`config.mk`:
```
export PLATFORM = sky130hd
export DESIGN_NAME = rst_supervisor
export DESIGN_NICKNAME = d
export VERILOG_FILES = /design/src/rtl/rsup_pkg.sv /design/src/rtl/rsup_fault_filter.sv /design/src/rtl/rsup_phase_timer.sv /design/src/rtl/rsup_sequencer.sv /design/src/rtl/rst_supervisor.sv
export SDC_FILE = /design/constraint.sdc
export NUM_CORES = 1
export LEC_CHECK = 0
export ABC_AREA = 1
export CAP_MARGIN = 5
export CORE_UTILIZATION = 62
export DETAILED_ROUTE_END_ITERATION = 10
export DONT_BUFFER_PORTS = 1
export PLACE_DENSITY = 0.77
export SETUP_SLACK_MARGIN = 0.4
export SKIP_CTS_REPAIR_TIMING = 1
export SYNTH_ARGS = -nofsm -noshare
export SYNTH_HDL_FRONTEND = slang
export SYNTH_SLANG_ARGS = --single-unit
export TNS_END_PERCENT = 10
```
`constraint.sdc`:
```
create_clock -name clk -period 1.8 [get_ports clk]
set_input_delay 0.27 -clock clk [delete_from_list [all_inputs] [get_ports clk]]
set_output_delay 0.27 -clock clk [all_outputs]
set_load 0.01 [all_outputs]
```
`src/rtl/rsup_pkg.sv`:
```
package rsup_pkg;

    localparam int FAULT_SRCS = 5;

    // Bit positions inside the fault flag vector
    localparam int SRC_V5    = 0;
    localparam int SRC_V33   = 1;
    localparam int SRC_CORE  = 2;
    localparam int SRC_BATT  = 3;
    localparam int SRC_THERM = 4;

    typedef enum logic [1:0] {
        PH_HOLD  = 2'b00,
        PH_BLANK = 2'b01,
        PH_RUN   = 2'b10
    } phase_e;

    typedef struct packed {
        logic pull;
        logic sys;
    } rst_drive_s;

    function automatic int unsigned cnt_width(input int unsigned n);
        return (n < 2) ? 1 : $clog2(n + 1);
    endfunction

    function automatic int unsigned max_u(input int unsigned a, input int unsigned b);
        return (a > b) ? a : b;
    endfunction

endpackage

```
`src/rtl/rsup_fault_filter.sv`:
```
module rsup_fault_filter #(
    parameter int unsigned FILT_CYC = 16
) (
    input  logic clk,
    input  logic rst,
    input  logic flag_i,
    output logic filt_o
);
    localparam int unsigned W = rsup_pkg::cnt_width(FILT_CYC);
    localparam logic [W-1:0] FULL = W'(FILT_CYC);

    logic [W-1:0] cnt_q;

    always_ff @(posedge clk) begin
        if (rst)
            cnt_q <= '0;
        else if (!flag_i)
            cnt_q <= '0;
        else if (cnt_q != FULL)
            cnt_q <= cnt_q + 1'b1;
    end

    assign filt_o = (cnt_q == FULL);

    assert_short_fault_no_reset_R4: assert property (@(posedge clk) disable iff (rst)
        !flag_i |=> !filt_o);

    assert_filter_history_R3: assert property (@(posedge clk) disable iff (rst)
        $rose(filt_o) |-> $past(flag_i));

endmodule

```
`src/rtl/rsup_phase_timer.sv`:
```
module rsup_phase_timer #(
    parameter int unsigned MAX_CYC = 64
) (
    input  logic clk,
    input  logic rst,
    input  logic clr_i,
    input  logic en_i,
    input  logic [rsup_pkg::cnt_width(MAX_CYC)-1:0] last_i,
    output logic done_o
);
    localparam int unsigned W = rsup_pkg::cnt_width(MAX_CYC);

    logic [W-1:0] cnt_q;

    always_ff @(posedge clk) begin
        if (rst || clr_i)
            cnt_q <= '0;
        else if (en_i)
            cnt_q <= cnt_q + 1'b1;
    end

    assign done_o = (cnt_q == last_i);

    assert_timer_bounded_R5: assert property (@(posedge clk) disable iff (rst)
        en_i |=> (cnt_q <= W'(MAX_CYC)));

endmodule

```
`src/rtl/rsup_sequencer.sv`:
```
module rsup_sequencer #(
    parameter int unsigned HOLD_CYC  = 64,
    parameter int unsigned BLANK_CYC = 8
) (
    input  logic clk,
    input  logic rst,
    input  logic any_raw_i,
    input  logic any_filt_i,
    input  logic pad_in,
    output logic pull_en_o,
    output logic sys_rst_o
);
    import rsup_pkg::*;

    localparam int unsigned TMAX = max_u(HOLD_CYC, BLANK_CYC);
    localparam int unsigned TW   = cnt_width(TMAX);
    localparam logic [TW-1:0] HOLD_LAST  = TW'(HOLD_CYC - 1);
    localparam logic [TW-1:0] BLANK_LAST = TW'(BLANK_CYC - 1);

    phase_e     phase_q, phase_d;
    rst_drive_s drv_q, drv_d;
    logic       t_clr, t_en, t_done;
    logic [TW-1:0] t_last;

    assign t_last = (phase_q == PH_HOLD) ? HOLD_LAST : BLANK_LAST;

    rsup_phase_timer #(.MAX_CYC(TMAX)) u_timer (
        .clk    (clk),
        .rst    (rst),
        .clr_i  (t_clr),
        .en_i   (t_en),
        .last_i (t_last),
        .done_o (t_done)
    );

    always_comb begin
        phase_d = phase_q;
        t_clr   = 1'b0;
        t_en    = 1'b0;
        unique case (phase_q)
            PH_HOLD: begin
                if (any_raw_i) begin
                    t_clr = 1'b1;
                end else if (t_done) begin
                    phase_d = PH_BLANK;
                    t_clr   = 1'b1;
                end else begin
                    t_en = 1'b1;
                end
            end
            PH_BLANK: begin
                if (any_filt_i) begin
                    phase_d = PH_HOLD;
                    t_clr   = 1'b1;
                end else if (t_done) begin
                    phase_d = PH_RUN;
                    t_clr   = 1'b1;
                end else begin
                    t_en = 1'b1;
                end
            end
            PH_RUN: begin
                if (any_filt_i || !pad_in) begin
                    phase_d = PH_HOLD;
                    t_clr   = 1'b1;
                end
            end
            default: begin
                phase_d = PH_HOLD;
                t_clr   = 1'b1;
            end
        endcase
        drv_d.pull = (phase_d == PH_HOLD);
        drv_d.sys  = (phase_d != PH_RUN);
    end

    always_ff @(posedge clk) begin
        if (rst) begin
            phase_q <= PH_HOLD;
            drv_q   <= '{pull: 1'b1, sys: 1'b1};
        end else begin
            phase_q <= phase_d;
            drv_q   <= drv_d;
        end
    end

    assign pull_en_o = drv_q.pull;
    assign sys_rst_o = drv_q.sys;

    assert_ext_fast_R6: assert property (@(posedge clk) disable iff (rst)
        (phase_q == PH_RUN && !pad_in) |=> pull_en_o);

    assert_internal_covers_line_R8: assert property (@(posedge clk) disable iff (rst)
        pull_en_o |-> sys_rst_o);

    assert_release_fault_free_R5: assert property (@(posedge clk) disable iff (rst)
        $fell(pull_en_o) |-> !$past(any_raw_i));

    assert_blank_ignores_pad_R7: assert property (@(posedge clk) disable iff (rst)
        (phase_q == PH_BLANK && !any_filt_i) |=> !pull_en_o);

    assert_fault_keeps_hold_R2: assert property (@(posedge clk) disable iff (rst)
        (phase_q == PH_HOLD && any_raw_i) |=> pull_en_o);

endmodule

```
`src/rtl/rst_supervisor.sv`:
```
module rst_supervisor #(
    parameter int unsigned FILT_CYC  = 16,
    parameter int unsigned HOLD_CYC  = 64,
    parameter int unsigned BLANK_CYC = 8
) (
    input  logic                            clk,
    input  logic                            rst,
    input  logic [rsup_pkg::FAULT_SRCS-1:0] fault_flags,
    input  logic                            pad_in,
    output logic                            pull_en,
    output logic                            sys_rst
);
    localparam int unsigned NSRC = rsup_pkg::FAULT_SRCS;

    logic [NSRC-1:0] filt;

    for (genvar g = 0; g < NSRC; g++) begin : g_filter
        rsup_fault_filter #(.FILT_CYC(FILT_CYC)) u_filt (
            .clk    (clk),
            .rst    (rst),
            .flag_i (fault_flags[g]),
            .filt_o (filt[g])
        );
    end

    rsup_sequencer #(
        .HOLD_CYC  (HOLD_CYC),
        .BLANK_CYC (BLANK_CYC)
    ) u_seq (
        .clk        (clk),
        .rst        (rst),
        .any_raw_i  (|fault_flags),
        .any_filt_i (|filt),
        .pad_in     (pad_in),
        .pull_en_o  (pull_en),
        .sys_rst_o  (sys_rst)
    );

endmodule

```
==> qor.log <==
INFO  floorplanning  placement_rows=19
INFO  global_routing grt_pass1_vias=1,517
INFO  yosys          yosysMostFrequentCell=sky130_fd_sc_hd__nand2_1
INFO  drt            drt_first_pass_iters=4
INFO  yosys          post_synth_inst_count=240
INFO  floorplanning  ios=10
INFO  critical_path  critPathMaxStageDelay=0.38ns
INFO  power          power.leakage=0.9050nW
INFO  yosys          synth.yosys.seq_area_share=38.35%
INFO  cells_and_area synthToLayoutAreaGrowth=17.11%
INFO  global_routing grt_start_max_net_pins=12
INFO  yosys          synth.top_cells.by_area=sky130_fd_sc_hd__dfxtp_1 38%, sky130_fd_sc_hd__nand2_1 7.8%, sky130_fd_sc_hd__ha_1 7.3%
INFO  global_routing grt_remaining_overflow=0
INFO  yosys          synthTopCellsByCount=39 x sky130_fd_sc_hd__nand2_1, 36 x sky130_fd_sc_hd__dfxtp_1, 36 x sky130_fd_sc_hd__inv_1
INFO  critical_path  start_kind=flop
INFO  cells_and_area drive_above_1_share=30.62%
INFO  critical_path  slowest_stage=sky130_fd_sc_hd__dfxtp_2
INFO  critical_path  crit_path_cell_trace=inv_2 > ha_4 > nand2_2 > inv_2 > nand2_2 > nand3_4 > o21ai_4 > nand2_4 > nand2_1 > nand2_1 > inv_1 > nor2_4
INFO  sta            maxSlewHeadroom=76.41%
INFO  sta            period_share=90.79%
INFO  global_routing grt_antenna_before_repair=0
INFO  power          power=1.481mW
INFO  sta            max_freq=0.6119GHz
INFO  hold_path      hp-class=in2reg
INFO  floorplanning  start_util=66.99%
INFO  critical_path  critical_path_arrival=1.91ns
INFO  critical_path  worstSetupEndpointType=flop
INFO  critical_path  critPathKind=reg2reg
INFO  cells_and_area design.final.nets=276
INFO  yosys          synth_seq_cells=36
INFO  yosys          netlist.area_leader.share=38.35%
INFO  drt            post_drt_wl_per_cell=13.64um
INFO  sta            setup-violations-final=0
INFO  placed_design  dp.final_hpwl=2699um
INFO  clock_tree     clkTransAtPathRegs=0.12ns
INFO  flow_run       cap_violations=0
INFO  yosys          netlist.top_cell.by_area=sky130_fd_sc_hd__dfxtp_1
INFO  clock_tree     cts_num_sinks=36
INFO  floorplanning  area_inside_the_core_boundary=2805um^2
INFO  yosys          yosys_most_used_dff=sky130_fd_sc_hd__dfxtp_1
INFO  placed_design  port_buffers=0
INFO  yosys          mappedNetlistNets=259
INFO  critical_path  r2r.worst_path.cells=12
INFO  drt            routed_via_density=5.446
INFO  critical_path  critical_path_required=2.08ns
INFO  hold_path      worst_case_hold_path_end_point=g_filter[4].u_filt.cnt_q[0]$_SDFFE_PP0P_
INFO  yosys          post_synth_num_cell_types=26
INFO  power          power_density=672.8nW/um^2
INFO  critical_path  ff2ff_setup_slack=0.17ns
INFO  sta            max_slew_vio_count=0
INFO  clock_tree     cts.root.buffer_cell=sky130_fd_sc_hd__clkbuf_4
INFO  critical_path  rr_endpoint=u_seq.u_timer.cnt_q[2]$_SDFFE_PP0P_
INFO  sta            grt_setup_unrepaired=true
INFO  critical_path  worstPathMaxFanout=8
INFO  power          power.ir.vdd_worst=786.1uV
INFO  global_routing groute.usage.overall=24.56%
INFO  floorplanning  chipWidth=57.06um
INFO  placed_design  gp_routability_congestion=0.8489
INFO  clock_tree     clk_path_buf_depth=2
INFO  hold_path      min-delay-start=rst
INFO  drt            detail_route.iter0.violations=86
INFO  drt            antenna_left=0
INFO  critical_path  cp.buffers_inverters=3
INFO  yosys          avgSynthCellArea=7.830um^2
INFO  sta            fin_tns_setup=0ns
INFO  clock_tree     numCtsBuffers=5
INFO  clock_tree     cts-htree-levels=2
INFO  yosys          synth_async_sr_flop_share=0%
INFO  clock_tree     clk-insertion-delay-late=0.36ns
INFO  cells_and_area insertedDiodeCount=0
INFO  sta            hold_violations=0
INFO  global_routing grt_pass1_wl=6085um
INFO  floorplanning  die_area=3255um^2
INFO  critical_path  crit_family=simple AND/OR/NAND/NOR gates
INFO  clock_tree     cts_tree=built
INFO  critical_path  crit_start=g_filter[3].u_filt.cnt_q[0]$_SDFFE_PP0N_
INFO  drt            drt_wl_total=3941um
INFO  yosys          synth_enable_flop_cells=0
INFO  sta            final_period_minus_worst_setup_slack=1.634ns
INFO  hold_path      whs_path_depth=3
INFO  yosys          synthesis.area=1879um^2
INFO  sta            worst_margin_pin_slew=0.3535ns
INFO  sta            clock-skew-final=0.01773ns
INFO  floorplanning  die_height=57.06um
INFO  outcome        result_of_the_run=complete, no violations
INFO  drt            drc_errors=0
INFO  critical_path  beginning_of_the_worst_register_to_register_path=g_filter[3].u_filt.cnt_q[0]$_SDFFE_PP0N_
INFO  drt            routed-via-count=1,574
INFO  yosys          synth.yosys.warnings=0
cell type report:
type | instances | area, um^2
inverters | 37 | 138.9
multi-input cells | 168 | 1139
clock buffers | 6 | 41.29
flip-flops and latches | 36 | 738.2
fillers | 209 | 604.3
repair buffers | 9 | 70.07
clock inverters | 2 | 35.03
well taps | 31 | 38.79
report_power, final:
group          internal (mW)  switching (mW)
clock network          0.291           0.286
registers              0.809          0.0115
logic                 0.0362          0.0474
layout by cell type (no fill, tap or decap), types with 2 or more instances in the layout:
cell	instances
sky130_fd_sc_hd__nor2_2	5
sky130_fd_sc_hd__inv_2	11
sky130_fd_sc_hd__inv_1	26
sky130_fd_sc_hd__xor2_1	9
sky130_fd_sc_hd__dfxtp_2	11
sky130_fd_sc_hd__nor3_1	5
sky130_fd_sc_hd__nor2_1	23
sky130_fd_sc_hd__a21oi_1	11
sky130_fd_sc_hd__clkbuf_4	5
sky130_fd_sc_hd__o21ai_0	2
sky130_fd_sc_hd__or2_2	3
sky130_fd_sc_hd__nor2_4	8
sky130_fd_sc_hd__xnor2_1	7
sky130_fd_sc_hd__nand2_1	36
sky130_fd_sc_hd__nand3_1	20
sky130_fd_sc_hd__nand2_4	4
sky130_fd_sc_hd__buf_4	8
sky130_fd_sc_hd__ha_1	7
sky130_fd_sc_hd__ha_4	3
sky130_fd_sc_hd__nand2_2	8
sky130_fd_sc_hd__dfxtp_1	24
sky130_fd_sc_hd__a211oi_1	5
sky130_fd_sc_hd__nand3_2	2
state kept, by name (all words and copies together) (netlist names):
signal / count
g_filter.u_filt.cnt_q: 25
u_seq.phase_q: 2
u_seq.pull_en_o: 1
u_seq.sys_rst_o: 1
u_seq.u_timer.cnt_q: 7
kinds of logic after synthesis:
| logic type | Yosys count | synth area share (%) |
|---|---|---|
| xor+xnor | 16 | 7.457 |
| flops | 36 | 38.35 |
| buf+inv | 37 | 7.390 |
| simple gates | 118 | 31.63 |
| fa+ha+maj | 11 | 7.323 |
| compound gates | 22 | 7.857 |
through the flow:
stage,setup WS [ns],util (%),instances,cell area (um^2),hold slack [ns]
after floorplan,0.3829,-,240,1917,0.3485
after global placement,0.2476,69.71,271,1956,0.3514
after detailed placement,0.2480,69.71,271,1956,0.3523
after CTS,0.2315,72.44,279,2032,-0.02199
after global routing,0.06158,78.46,289,2201,0.09148
final,0.1658,78.46,289,2201,0.1037
metal layers:
layer	routed length (um)	up-vias	GRT usage, %
li1	-	794	-
met5	0	-	0
met1	1667	747	26.46
met2	2061	26	42.69
met3	142	7	7.937
met4	70	0	13.24
worst reg2reg max path: cells and delay by family (launching register included):
family                     cells  cell delay, ns
DFF                            1            0.38
and+or+nand+nor                7            0.54
AOI/OAI and AO/OA              1            0.26
adders and majority gates      1            0.15
buffers and inverters          3            0.21
worst max path at each step:
stage	endpoint	slack (ns)	cells after the start
after floorplan	u_seq.u_timer.cnt_q[3]$_SDFFE_PP0P_	0.38	12
after global placement	u_seq.sys_rst_o$_SDFF_PP1_	0.25	8
after detailed placement	u_seq.sys_rst_o$_SDFF_PP1_	0.25	8
after CTS	u_seq.sys_rst_o$_SDFF_PP1_	0.23	8
after global routing	u_seq.u_timer.cnt_q[2]$_SDFFE_PP0P_	0.06	12
final	u_seq.u_timer.cnt_q[2]$_SDFFE_PP0P_	0.17	12
(Power assumes the default switching activity.)
